**src/rtl/ax_pkg.sv**
```systemverilog
`timescale 1ns/1ps
package ax_pkg;
    localparam int ADDR_W    = 32;
    localparam int CFG_AW    = 8;
    localparam int PG_SH     = 12;
    localparam int TPG_LSB   = 20;
    localparam int TPG_W     = ADDR_W - TPG_LSB;
    localparam int PRES_BIT  = 8;
    localparam int FLUSH_BIT = 7;

    localparam logic [CFG_AW-1:0] OFF_CTRL = 8'hB0;
    localparam logic [CFG_AW-1:0] OFF_SIZE = 8'hB4;
    localparam logic [CFG_AW-1:0] OFF_DIR  = 8'hB8;

    typedef enum logic {ST_IDLE, ST_WALK} walk_st_e;
endpackage

```
**src/rtl/ax_cfg.sv**
```systemverilog
`timescale 1ns/1ps
module ax_cfg
    import ax_pkg::*;
#(
    parameter int DIR_SLOTS = 64,
    localparam int DIR_W = $clog2(DIR_SLOTS),
    localparam int LIM_W = DIR_W + 1
) (
    input  logic                clk,
    input  logic                rst_n,
    input  logic                cfg_wr_en,
    input  logic [CFG_AW-1:0]   cfg_addr,
    input  logic [ADDR_W-1:0]   cfg_wdata,
    output logic                dir_we,
    output logic [DIR_W-1:0]    dir_slot,
    output logic [TPG_W-1:0]    dir_page,
    output logic                dir_present,
    output logic [LIM_W-1:0]    slot_lim,
    output logic                tlb_flush
);
    typedef struct packed {
        logic [5:0] size_code;
        logic       ctl_en;
    } cfg_s;

    cfg_s cfg_d, cfg_q;
    logic wr_ctrl, wr_size, set_en;
    logic unused_cfg;

    assign unused_cfg = ^{cfg_wdata[TPG_LSB-1:PRES_BIT+1], cfg_wdata[6]};

    always_comb begin
        cfg_d    = cfg_q;
        wr_ctrl  = cfg_wr_en && (cfg_addr == OFF_CTRL);
        wr_size  = cfg_wr_en && (cfg_addr == OFF_SIZE);
        dir_we   = cfg_wr_en && (cfg_addr == OFF_DIR);
        set_en   = wr_ctrl && cfg_wdata[FLUSH_BIT] && !cfg_q.ctl_en;
        if (wr_ctrl) cfg_d.ctl_en = cfg_wdata[FLUSH_BIT];
        if (wr_size) cfg_d.size_code = cfg_wdata[5:0];
        dir_slot    = cfg_wdata[DIR_W-1:0];
        dir_page    = cfg_wdata[ADDR_W-1:TPG_LSB];
        dir_present = cfg_wdata[PRES_BIT];
        tlb_flush   = dir_we || set_en;
        slot_lim    = LIM_W'(DIR_SLOTS) >> $countones(cfg_q.size_code[5:3]);
    end

    always_ff @(posedge clk or negedge rst_n) begin
        if (!rst_n) cfg_q <= '0;
        else        cfg_q <= cfg_d;
    end

    // a second enabling write in a row never flushes
    AST_CTRL_NO_REFLUSH: assert property (@(posedge clk) disable iff (!rst_n)
        (cfg_wr_en && cfg_addr == OFF_CTRL && cfg_wdata[FLUSH_BIT] &&
         $past(cfg_wr_en && cfg_addr == OFF_CTRL && cfg_wdata[FLUSH_BIT]))
        |-> !tlb_flush);

    AST_DIR_WRITE_FLUSHES: assert property (@(posedge clk) disable iff (!rst_n)
        (cfg_wr_en && cfg_addr == OFF_DIR) |-> tlb_flush);
endmodule

```
**src/rtl/ax_dir.sv**
```systemverilog
`timescale 1ns/1ps
module ax_dir
    import ax_pkg::*;
#(
    parameter int DIR_SLOTS = 64,
    localparam int DIR_W = $clog2(DIR_SLOTS)
) (
    input  logic              clk,
    input  logic              rst_n,
    input  logic              we,
    input  logic [DIR_W-1:0]  wr_slot,
    input  logic [TPG_W-1:0]  wr_page,
    input  logic              wr_present,
    input  logic [DIR_W-1:0]  rd_slot,
    output logic              rd_present,
    output logic [TPG_W-1:0]  rd_page
);
    typedef struct packed {
        logic [DIR_SLOTS-1:0]            present;
        logic [DIR_SLOTS-1:0][TPG_W-1:0] page;
    } dir_s;

    dir_s dir_d, dir_q;

    always_comb begin
        dir_d = dir_q;
        if (we) begin
            dir_d.present[wr_slot] = wr_present;
            dir_d.page[wr_slot]    = wr_page;
        end
        rd_present = dir_q.present[rd_slot];
        rd_page    = dir_q.page[rd_slot];
    end

    always_ff @(posedge clk or negedge rst_n) begin
        if (!rst_n) dir_q <= '0;
        else        dir_q <= dir_d;
    end

    AST_DIR_LOAD: assert property (@(posedge clk) disable iff (!rst_n)
        we |=> (dir_q.present[$past(wr_slot)] == $past(wr_present)));
endmodule

```
**src/rtl/ax_tlb.sv**
```systemverilog
`timescale 1ns/1ps
module ax_tlb #(
    parameter int ENTRIES = 4,
    parameter int TAG_W   = 16,
    parameter int PPN_W   = 20,
    localparam int PTR_W  = (ENTRIES > 1) ? $clog2(ENTRIES) : 1
) (
    input  logic             clk,
    input  logic             rst_n,
    input  logic             flush,
    input  logic [TAG_W-1:0] lk_tag,
    output logic             hit,
    output logic [PPN_W-1:0] hit_ppn,
    input  logic             ins_en,
    input  logic [TAG_W-1:0] ins_tag,
    input  logic [PPN_W-1:0] ins_ppn
);
    typedef struct packed {
        logic [ENTRIES-1:0]            valid;
        logic [ENTRIES-1:0][TAG_W-1:0] tag;
        logic [ENTRIES-1:0][PPN_W-1:0] ppn;
        logic [PTR_W-1:0]              ptr;
    } tlb_s;

    tlb_s tlb_d, tlb_q;
    logic [ENTRIES-1:0] hit_vec;

    for (genvar g = 0; g < ENTRIES; g++) begin : g_cmp
        assign hit_vec[g] = tlb_q.valid[g] && (tlb_q.tag[g] == lk_tag);
    end

    always_comb begin
        tlb_d   = tlb_q;
        hit     = |hit_vec;
        hit_ppn = '0;
        for (int i = 0; i < ENTRIES; i++) begin
            if (hit_vec[i]) hit_ppn = hit_ppn | tlb_q.ppn[i];
        end
        if (flush) begin
            tlb_d.valid = '0;
            tlb_d.ptr   = '0;
        end else if (ins_en) begin
            tlb_d.valid[tlb_q.ptr] = 1'b1;
            tlb_d.tag[tlb_q.ptr]   = ins_tag;
            tlb_d.ppn[tlb_q.ptr]   = ins_ppn;
            tlb_d.ptr = (tlb_q.ptr == PTR_W'(ENTRIES - 1)) ? '0 : tlb_q.ptr + 1'b1;
        end
    end

    always_ff @(posedge clk or negedge rst_n) begin
        if (!rst_n) tlb_q <= '0;
        else        tlb_q <= tlb_d;
    end

    AST_TLB_ONEHOT: assert property (@(posedge clk) disable iff (!rst_n)
        $onehot0(hit_vec));

    AST_FLUSH_EMPTIES: assert property (@(posedge clk) disable iff (!rst_n)
        flush |=> (tlb_q.valid == '0));

    AST_INSERT_LANDS: assert property (@(posedge clk) disable iff (!rst_n)
        (ins_en && !flush) |=> tlb_q.valid[$past(tlb_q.ptr)]);
endmodule

```
**src/rtl/aperture_xlate.sv**
```systemverilog
`timescale 1ns/1ps
module aperture_xlate
    import ax_pkg::*;
#(
    parameter int DIR_SLOTS   = 64,
    parameter int L2_ENTRIES  = 1024,
    parameter int TLB_ENTRIES = 4,
    localparam int DIR_W  = $clog2(DIR_SLOTS),
    localparam int OFF_W  = $clog2(L2_ENTRIES),
    localparam int DIR_SH = PG_SH + OFF_W,
    localparam int HI_W   = ADDR_W - DIR_SH,
    localparam int TAG_W  = DIR_W + OFF_W,
    localparam int PPN_W  = ADDR_W - PG_SH,
    localparam int LIM_W  = DIR_W + 1,
    localparam int PAD_W  = TPG_LSB - OFF_W - 2
) (
    input  logic                clk,
    input  logic                rst_n,
    input  logic                cfg_wr_en,
    input  logic [CFG_AW-1:0]   cfg_addr,
    input  logic [ADDR_W-1:0]   cfg_wdata,
    input  logic [ADDR_W-1:0]   ap_base,
    input  logic                req_valid,
    input  logic [ADDR_W-1:0]   req_addr,
    output logic                req_ready,
    output logic                rsp_valid,
    output logic [ADDR_W-1:0]   rsp_paddr,
    output logic                rsp_fault,
    output logic                rsp_miss,
    output logic                mem_req_valid,
    output logic [ADDR_W-1:0]   mem_addr,
    input  logic                mem_rsp_valid,
    input  logic [ADDR_W-1:0]   mem_rsp_data
);
    typedef struct packed {
        walk_st_e           st;
        logic               rsp_v;
        logic [ADDR_W-1:0]  paddr;
        logic               fault;
        logic               miss;
        logic               mreq;
        logic [ADDR_W-1:0]  maddr;
        logic [TAG_W-1:0]   tag;
        logic [PG_SH-1:0]   lo;
    } xl_s;

    xl_s xl_d, xl_q;

    logic               dir_we, dir_present, tlb_flush;
    logic [DIR_W-1:0]   dir_slot;
    logic [TPG_W-1:0]   dir_page;
    logic [LIM_W-1:0]   slot_lim;
    logic [HI_W-1:0]    hi_diff;
    logic               in_ap;
    logic [DIR_W-1:0]   lk_slot;
    logic [OFF_W-1:0]   lk_off;
    logic [TAG_W-1:0]   lk_tag;
    logic               rd_present;
    logic [TPG_W-1:0]   rd_page;
    logic               tlb_hit, ins_en;
    logic [PPN_W-1:0]   tlb_ppn;
    logic               unused_top;

    assign unused_top = ^{ap_base[DIR_SH-1:0], mem_rsp_data[PG_SH-1:1]};

    ax_cfg #(.DIR_SLOTS(DIR_SLOTS)) u_cfg (
        .clk        (clk),
        .rst_n      (rst_n),
        .cfg_wr_en  (cfg_wr_en),
        .cfg_addr   (cfg_addr),
        .cfg_wdata  (cfg_wdata),
        .dir_we     (dir_we),
        .dir_slot   (dir_slot),
        .dir_page   (dir_page),
        .dir_present(dir_present),
        .slot_lim   (slot_lim),
        .tlb_flush  (tlb_flush)
    );

    ax_dir #(.DIR_SLOTS(DIR_SLOTS)) u_dir (
        .clk        (clk),
        .rst_n      (rst_n),
        .we         (dir_we),
        .wr_slot    (dir_slot),
        .wr_page    (dir_page),
        .wr_present (dir_present),
        .rd_slot    (lk_slot),
        .rd_present (rd_present),
        .rd_page    (rd_page)
    );

    ax_tlb #(.ENTRIES(TLB_ENTRIES), .TAG_W(TAG_W), .PPN_W(PPN_W)) u_tlb (
        .clk     (clk),
        .rst_n   (rst_n),
        .flush   (tlb_flush),
        .lk_tag  (lk_tag),
        .hit     (tlb_hit),
        .hit_ppn (tlb_ppn),
        .ins_en  (ins_en),
        .ins_tag (xl_q.tag),
        .ins_ppn (mem_rsp_data[ADDR_W-1:PG_SH])
    );

    always_comb begin
        hi_diff = req_addr[ADDR_W-1:DIR_SH] - ap_base[ADDR_W-1:DIR_SH];
        in_ap   = hi_diff < HI_W'(slot_lim);
        lk_slot = hi_diff[DIR_W-1:0];
        lk_off  = req_addr[DIR_SH-1:PG_SH];
        lk_tag  = {lk_slot, lk_off};
        ins_en  = 1'b0;

        xl_d       = xl_q;
        xl_d.rsp_v = 1'b0;

        unique case (xl_q.st)
            ST_IDLE: begin
                if (req_valid) begin
                    if (!in_ap) begin
                        xl_d.rsp_v = 1'b1;
                        xl_d.paddr = req_addr;
                        xl_d.fault = 1'b0;
                        xl_d.miss  = 1'b1;
                    end else if (tlb_hit) begin
                        xl_d.rsp_v = 1'b1;
                        xl_d.paddr = {tlb_ppn, req_addr[PG_SH-1:0]};
                        xl_d.fault = 1'b0;
                        xl_d.miss  = 1'b0;
                    end else if (!rd_present) begin
                        xl_d.rsp_v = 1'b1;
                        xl_d.paddr = '0;
                        xl_d.fault = 1'b1;
                        xl_d.miss  = 1'b0;
                    end else begin
                        xl_d.st    = ST_WALK;
                        xl_d.mreq  = 1'b1;
                        xl_d.maddr = {rd_page, {PAD_W{1'b0}}, lk_off, 2'b00};
                        xl_d.tag   = lk_tag;
                        xl_d.lo    = req_addr[PG_SH-1:0];
                    end
                end
            end
            ST_WALK: begin
                if (mem_rsp_valid) begin
                    xl_d.st    = ST_IDLE;
                    xl_d.mreq  = 1'b0;
                    xl_d.rsp_v = 1'b1;
                    xl_d.miss  = 1'b0;
                    if (mem_rsp_data[0]) begin
                        xl_d.paddr = {mem_rsp_data[ADDR_W-1:PG_SH], xl_q.lo};
                        xl_d.fault = 1'b0;
                        ins_en     = 1'b1;
                    end else begin
                        xl_d.paddr = '0;
                        xl_d.fault = 1'b1;
                    end
                end
            end
            default: xl_d.st = ST_IDLE;
        endcase
    end

    always_ff @(posedge clk or negedge rst_n) begin
        if (!rst_n) xl_q <= '0;
        else        xl_q <= xl_d;
    end

    assign req_ready     = (xl_q.st == ST_IDLE);
    assign rsp_valid     = xl_q.rsp_v;
    assign rsp_paddr     = xl_q.paddr;
    assign rsp_fault     = xl_q.fault;
    assign rsp_miss      = xl_q.miss;
    assign mem_req_valid = xl_q.mreq;
    assign mem_addr      = xl_q.maddr;

    AST_MEM_HOLD: assert property (@(posedge clk) disable iff (!rst_n)
        (mem_req_valid && !mem_rsp_valid) |=> (mem_req_valid && $stable(mem_addr)));

    AST_BUSY_NOT_READY: assert property (@(posedge clk) disable iff (!rst_n)
        mem_req_valid |-> !req_ready);

    AST_MISS_PASSTHRU: assert property (@(posedge clk) disable iff (!rst_n)
        (rsp_valid && rsp_miss) |-> (rsp_paddr == $past(req_addr)));

    AST_FAULT_ZERO: assert property (@(posedge clk) disable iff (!rst_n)
        (rsp_valid && rsp_fault) |-> (rsp_paddr == '0 && !rsp_miss));
endmodule

```
**config.mk**
```make
export PLATFORM = sky130hd
export DESIGN_NAME = aperture_xlate
export DESIGN_NICKNAME = d
export VERILOG_FILES = /design/src/rtl/ax_pkg.sv /design/src/rtl/ax_cfg.sv /design/src/rtl/ax_dir.sv /design/src/rtl/ax_tlb.sv /design/src/rtl/aperture_xlate.sv
export SDC_FILE = /design/constraint.sdc
export NUM_CORES = 2
export LEC_CHECK = 0
export BUFFER_PORTS_ARGS = -buffer_cell sky130_fd_sc_hd__buf_4
export CAP_MARGIN = 15
export CORE_AREA = 2 2 287 289
export DETAILED_ROUTE_END_ITERATION = 16
export DIE_AREA = 0 0 289 291
export PLACE_DENSITY = 0.8
export SLEW_MARGIN = 20
export SYNTH_ARGS = -nofsm -noshare
export SYNTH_HDL_FRONTEND = slang
export SYNTH_SLANG_ARGS = --single-unit
```
**constraint.sdc**
```tcl
create_clock -name clk -period 5.3 [get_ports clk]
set_clock_uncertainty 0.15 [all_clocks]
set_input_delay 0.265 -clock clk [delete_from_list [all_inputs] [get_ports clk]]
set_output_delay 0.265 -clock clk [all_outputs]
set_load 0.01 [all_outputs]
```
# Yosys cells after proc, flatten, opt, wreduce, memory -nomap -nowiden

Cells that the tools add are included.
W data, S select, Z words.

Bits in registers: 1076
Output and inout port bits: 69
Word-level logic and storage cells: 179

Add/subtract/negate cells: 4
Order comparisons: 6
Equal/unequal tests: 14
Shift-type cells: 1
Mux-type cells: 42
Bitwise operators: 7
Reductions and logical operators: 19

Operators with widths:

| kind                   | count |
|---|---|
| $bwmux W768            | 1 |
| $mux W61               | 3 |
| $mux W150              | 1 |
| $bwmux W64             | 2 |
| $mux W35               | 3 |
| $mux W20               | 5 |
| $mux W97               | 1 |
| $bwmux W80             | 1 |
| $pmux W37 S2           | 1 |
| $bmux W12 S6           | 1 |
| $demux W12 S6          | 1 |
| $eq A16 B16 Y1         | 4 |
| $or A20 B20 Y20        | 3 |
| $demux W20 S2          | 1 |
| $mux W37               | 1 |
| $mux W33               | 1 |
| $add A32 B1 Y32        | 1 |
| $demux W16 S2          | 1 |
| $shr A7 B32 Y7 const A | 1 |
| $eq A8 B8 Y1 const B   | 3 |
| $mux W12               | 2 |
| $mux W16               | 1 |
| $lt A6 B7 Y1 const B   | 2 |
| $logic_and A1 B1 Y1    | 11 |
| other kinds (26)       | 41 |

# Logic depth before layout (Yosys ltp)

Word-level depth: 14
Depth in mapped cells: 21

# Hierarchy

A second synthesis with hierarchy kept.

Cells, all modules: 3385
Area, all modules: 49786.5 µm²

By module, submodules not included:

| module         | times used | cells each | area an instance (µm²) | sequential area each (µm²) |
|---|---|---|---|---|
| ax_dir         | 1          | 2396       | 37972.7                | 20820.0 |
| ax_tlb         | 1          | 564        | 7039.3                 | 3753.6 |
| aperture_xlate | 1          | 379        | 4319.1                 | 1926.8 |
| ax_cfg         | 1          | 46         | 455.4                  | 100.1 |

# Worst setup path before layout

No wires, ideal clock.

Path type: in2reg
From: input port req_addr[22]
To: register xl_q (netlist bit mem_addr[20])
Arrival time: 4157 ps
Required time: 5025 ps
Path slack: 868 ps
Stages: 20
Path buffers: 5
Cells stage by stage: inv_1 -> ha_1 -> inv_1 -> fa_1 -> nand3_1 -> a21oi_1 -> nor2_1 -> buf_2 -> buf_1 -> buf_2 -> ha_1 -> a21oi_1 -> nor2b_1 -> o21ai_0 -> o211a_1 -> and3b_1 -> clkbuf_1 -> nand4_4 -> buf_6 -> mux2_4

Cells in the longest elaborated chain, start to end: 6

RTL lines:

| element                                             | RTL line              | source |
|---|---|---|
| start: declaration                                  | aperture_xlate.sv:24  | `input logic [ADDR_W-1:0] req_addr,` |
| $sub A10 B10 Y10 *                                  | aperture_xlate.sv:105 | `hi_diff = req_addr[ADDR_W-1:DIR_SH] - ap_base[ADDR_W-1:DIR_SH];` |
| named net hi_diff[4]                                | aperture_xlate.sv:53  | `logic [HI_W-1:0] hi_diff;` |
| branches (longest 5 deep; another with $bmux W1 S6) | --                    |  |
| end signal: assignment                              | aperture_xlate.sv:164 | `else xl_q <= xl_d;` |
| end: declaration                                    | aperture_xlate.sv:47  | `xl_s xl_d, xl_q;` |

Mark *: on every way through the listed nets, which the timed path passes. The select of a mux whose other input is x is not followed.
A chain may end at the register's enable or synchronous reset.

# Final worst setup path

From: input port req_addr[22]
To: register xl_q (netlist bit rsp_paddr[6])

Cells in the longest elaborated chain, start to end: 8

RTL lines:

| element              | RTL line              | source |
|---|---|---|
| $sub A10 B10 Y10 *   | aperture_xlate.sv:105 |  |
| named net hi_diff[1] | aperture_xlate.sv:53  |  |
| $eq A16 B16 Y1       | ax_tlb.sv:29          | `assign hit_vec[g] = tlb_q.valid[g] && (tlb_q.tag[g] == lk_tag);` |
| $logic_and A1 B1 Y1  | ax_tlb.sv:29          |  |
| $reduce_or A4 Y1     | ax_tlb.sv:34          | `hit = \|hit_vec;` |
| $mux W35             | aperture_xlate.sv:123 | `end else if (tlb_hit) begin` |
| $mux W35             | aperture_xlate.sv:118 | `if (!in_ap) begin` |
| $mux W97             | aperture_xlate.sv:117 | `if (req_valid) begin` |
| $pmux W37 S2         | aperture_xlate.sv:115 | `unique case (xl_q.st)` |

Mark *: on every way through the listed nets, which the timed path passes. The rest lies on a longest branch. The select of a mux whose other input is x is not followed.

==> results.sh <==
export IMPL_run_status="complete, no violations"
export IMPL_post_dp_hpwl_um=74800
export IMPL_worstRegToRegCells=12
export IMPL_timing_critical_path_fanout_max=27
export IMPL_total_power_uw=18800
export IMPL_post_synth_num_cell_types=75
export IMPL_grt_first_pass_wirelength_um=191000
export IMPL_critical_path_most_common_cell="sky130_fd_sc_hd__inv_1"
export IMPL_critical_path_top_delay_family="compound AO/OA/AOI/OAI gates"
export IMPL_global_route_overflow=0
export IMPL_met3_routing_resource_usage_after_global_routing=0.0493
export IMPL_critPathLaunch="req_addr[22]"
export IMPL_drive_above_1_share=0.500
export IMPL_areaGrowthSynthToFinish_pct=12.1
export IMPL_die_area_um2=84100
export IMPL_count_of_state_elements_after_synthesis=1063
export IMPL_drt_drc_violations_left=0
export IMPL_max_slew_margin_rel=0.222
export IMPL_routedWlPerCell_um=27.2
export IMPL_criticalPathCategory="in -> reg"
export IMPL_met2_usage=0.493
export IMPL_detail_route_antenna_nets=0
export IMPL_core_rowCount=105
export IMPL_r2r_end="rsp_paddr[6]$_DFFE_PN0P_"
export IMPL_startpoint_type="input pin"
export IMPL_synth_simple_gate_area_share=0.0248
export IMPL_worstHoldPathType="in -> async"
export IMPL_ys_warn_count=0
export IMPL_syn_area_um2=49900
export IMPL_crit_end="rsp_paddr[6]$_DFFE_PN0P_"
export IMPL_detail_route_wirelength_um=123000
export IMPL_cp_buffers_inverters=5
export IMPL_detailroute_via_count=29500
export IMPL_final_fill_count=5197
export IMPL_timing_reg2reg_setup_slack_ps=1340
export IMPL_clockBufferDepth=3
export IMPL_synthesis_instances=3327
export IMPL_chipHeight_um=291
export IMPL_critPathCaptureType="flip-flop"
export IMPL_crit_arrival_ps=4940
export IMPL_grt_met1_usage=0.393
export IMPL_dr_first_iter_drc_count=2546
export IMPL_path_depth=14
export IMPL_cts_tree="built"
export IMPL_number_of_placed_i_o_pins=210
export IMPL_clock_insertion_delay_at_the_later_pin_of_the_skew_report_ps=680
export IMPL_finalSetupViolCount=0
export IMPL_post_place_cells=4257
export IMPL_r2r_start="u_cfg.cfg_q[4]$_DFFE_PN0P_"
export IMPL_max_vdd_ir_drop_mv=0.329
export IMPL_synth_top_family_by_area="multiplexers"
export IMPL_inserted_clock_buffers=106
export IMPL_nNetsFinal=3525
export IMPL_routabilityCongestion=0.849
export IMPL_grt_setup_unrepaired="no"
export IMPL_synth_compound_gate_area_share=0.0302
export IMPL_cts_resized=0
export IMPL_synth_xor_xnor_area_share=0.0130
export IMPL_io_buffer_count=154
export IMPL_required_ps=5650
export IMPL_floorplan_die_width_um=289
export IMPL_final_instance_count_excl_fill=4525
export IMPL_synth_adder_area_share=0.00632
export IMPL_clk_root_buffer_cell="sky130_fd_sc_hd__clkbuf_16"
export IMPL_drv_max_cap_violation_count=0
export IMPL_period_share=0.865
export IMPL_number_of_global_route_vias_before_repair=32200
export IMPL_fmax_mhz=218
export IMPL_ys_flop_type="sky130_fd_sc_hd__dfrtp_1"
export IMPL_synth_seq_area_share=0.533
export IMPL_min_period_ps=4580
export IMPL_setup_tns_ps=0
export IMPL_cts_num_sinks=1063
export IMPL_finalHoldViolations=0
export IMPL_gr_max_usage_layer="met2"
export IMPL_placement_cell_area_um2=51400
export IMPL_power_leakage_uw=0.0273
export IMPL_crit_slowest_cell="sky130_fd_sc_hd__fa_4"
export IMPL_core_area_um2=81200
export IMPL_grt_max_degree=183
export IMPL_synth_area_per_cell_um2=15.0
export IMPL_critical_path_cell_chain="dlygate4sd3_1, buf_4, inv_1, ha_4, inv_1, fa_4, buf_12, mux4_2, nand2_1, mux2i_1, a2111oi_1, nor4_4, a41oi_2, o221ai_1"
export IMPL_critPathMaxStageDelay_ps=1000
export IMPL_cts_clk_slew_worst_paths_ps=60
export IMPL_postLayoutCellArea_um2=55900
export IMPL_cts_repair_timing_setup_buffer_count=0
export IMPL_synth_edff_count=0
export IMPL_grt_antenna_before_repair=4
export IMPL_clock_tree_htree_level_count=3
export IMPL_vias_per_cell=6.52
export IMPL_grtUsageTotal=0.299
export IMPL_maxSlewViolCount=0
export IMPL_synth_area_mux_share=0.354
export IMPL_dr_pass1_iters=6
export IMPL_p_per_area_nw_per_um2=337
export IMPL_tightestPinTransition_ps=1160
export IMPL_start_util=0.614
export IMPL_asyncSetResetFlopFracSynth=1.00
==> synth_stat cells, types with 35 or more instances <==
| master | instances | area [µm²] |
|---|---|---|
| sky130_fd_sc_hd__dfrtp_1 | 1063 | 26600 |
| sky130_fd_sc_hd__mux2_2 | 983 | 11100 |
| sky130_fd_sc_hd__mux4_2 | 256 | 5770 |
| sky130_fd_sc_hd__clkbuf_1 | 190 | 713 |
| sky130_fd_sc_hd__nand2_1 | 108 | 405 |
| sky130_fd_sc_hd__buf_4 | 69 | 518 |
| sky130_fd_sc_hd__inv_1 | 64 | 240 |
| sky130_fd_sc_hd__buf_1 | 56 | 210 |
| sky130_fd_sc_hd__nor2_1 | 48 | 180 |
| sky130_fd_sc_hd__a22oi_1 | 40 | 300 |
| sky130_fd_sc_hd__xnor2_1 | 37 | 324 |
| sky130_fd_sc_hd__mux2_4 | 36 | 541 |
| sky130_fd_sc_hd__buf_2 | 35 | 175 |
==> final cells by class <==
class	count	area, µm²	share of cell area
clock inverter	52	694	0.0124
clock buffer	147	3100	0.0554
sequential	1063	26600	0.476
multi-input combinational	1852	21500	0.385
inverter	67	251	0.00450
timing repair buffer	270	2360	0.0422
antenna	4	10.0	0.000179
tap	1070	1340	0.0239
==> sequential cells by signal, summed over array words and instances (netlist names), 4 cells and up <==
| register | cells |
|---|---|
| u_tlb.tlb_q | 150 |
| rsp_paddr | 32 |
| mem_addr | 12 |
| u_cfg.cfg_q | 4 |
| xl_q | 29 |
| u_dir.dir_q | 832 |
==> metrics by stage <==
stage | setup WS (ps) | hold slack [ps] | util
2_1_floorplan | 868 | -181 | -
3_3_place_gp | 801 | 218 | 0.634
3_5_place_dp | 748 | 228 | 0.634
4_1_cts | 804 | 53.7 | 0.688
5_1_grt | 644 | 84.5 | 0.688
6_report | 717 | 77.8 | 0.689
==> cell families after synthesis <==
| kind of cell | after synthesis |
|---|---|
| other | 1 |
| xor gates and xnor gates | 70 |
| buffers and inverters | 421 |
| DFF | 1063 |
| and+or+nand+nor | 249 |
| muxes | 1301 |
| AOI/OAI and AO/OA | 198 |
| adders and majority gates | 24 |
==> layout by cell type (no fill, tap or decap), types with 22 or more instances in the layout <==
master                          Yosys  layout
sky130_fd_sc_hd__buf_4             69     191
sky130_fd_sc_hd__nand2_1          108     104
sky130_fd_sc_hd__a22oi_1           40      40
sky130_fd_sc_hd__nor2_2             1      27
sky130_fd_sc_hd__mux4_2           256     256
sky130_fd_sc_hd__mux2_4            36      36
sky130_fd_sc_hd__clkbuf_8           0      25
sky130_fd_sc_hd__dlygate4sd3_1      0      65
sky130_fd_sc_hd__o211ai_1          22      22
sky130_fd_sc_hd__xor2_1            30      30
sky130_fd_sc_hd__o21ai_0           30      30
sky130_fd_sc_hd__clkinv_2           0      25
sky130_fd_sc_hd__clkbuf_16          0     108
sky130_fd_sc_hd__xnor2_1           37      36
sky130_fd_sc_hd__mux2_2           983     983
sky130_fd_sc_hd__dfrtp_1         1063    1063
sky130_fd_sc_hd__inv_1             64      64
sky130_fd_sc_hd__o21a_1            22      22
==> how the worst min path moves through the flow <==
stage / end / slack (ps) / depth (start not counted)
final: xl_q[6]$_DFFE_PN0P_ / 80 / 2
after global routing: u_tlb.tlb_q[0]$_DFFE_PN0P_ / 80 / 4
after CTS: u_tlb.tlb_q[0]$_DFFE_PN0P_ / 50 / 4
after detailed placement: xl_q[6]$_DFFE_PN0P_ / 230 / 1
after global placement: xl_q[10]$_DFFE_PN0P_ / 220 / 1
after floorplan: mem_addr[20]$_DFFE_PN0P_ / -180 / 0
==> power by group <==
part / total, µW / leakage [µW] / internal (µW) / switching, µW
logic: 2090 / 0.0107 / 913 / 1170
clock network: 8050 / 0.00188 / 4820 / 3230
registers: 8700 / 0.0147 / 8430 / 271
==> timing repair <==
| action | 4_1_cts | 5_1_grt |
|---|---|---|
| hold buffers | 65 | 0 |
| endpoints found under the setup margin | 0 | 0 |
| hold endpoints to repair | 230 | 0 |
==> layer usage <==
metal	wire length (µm)	up-vias
li1	-	12200
met1	48400	15800
met2	61500	1135
met3	7840	333
met4	5460	2
met5	9	-
(Power assumes the default switching activity.)
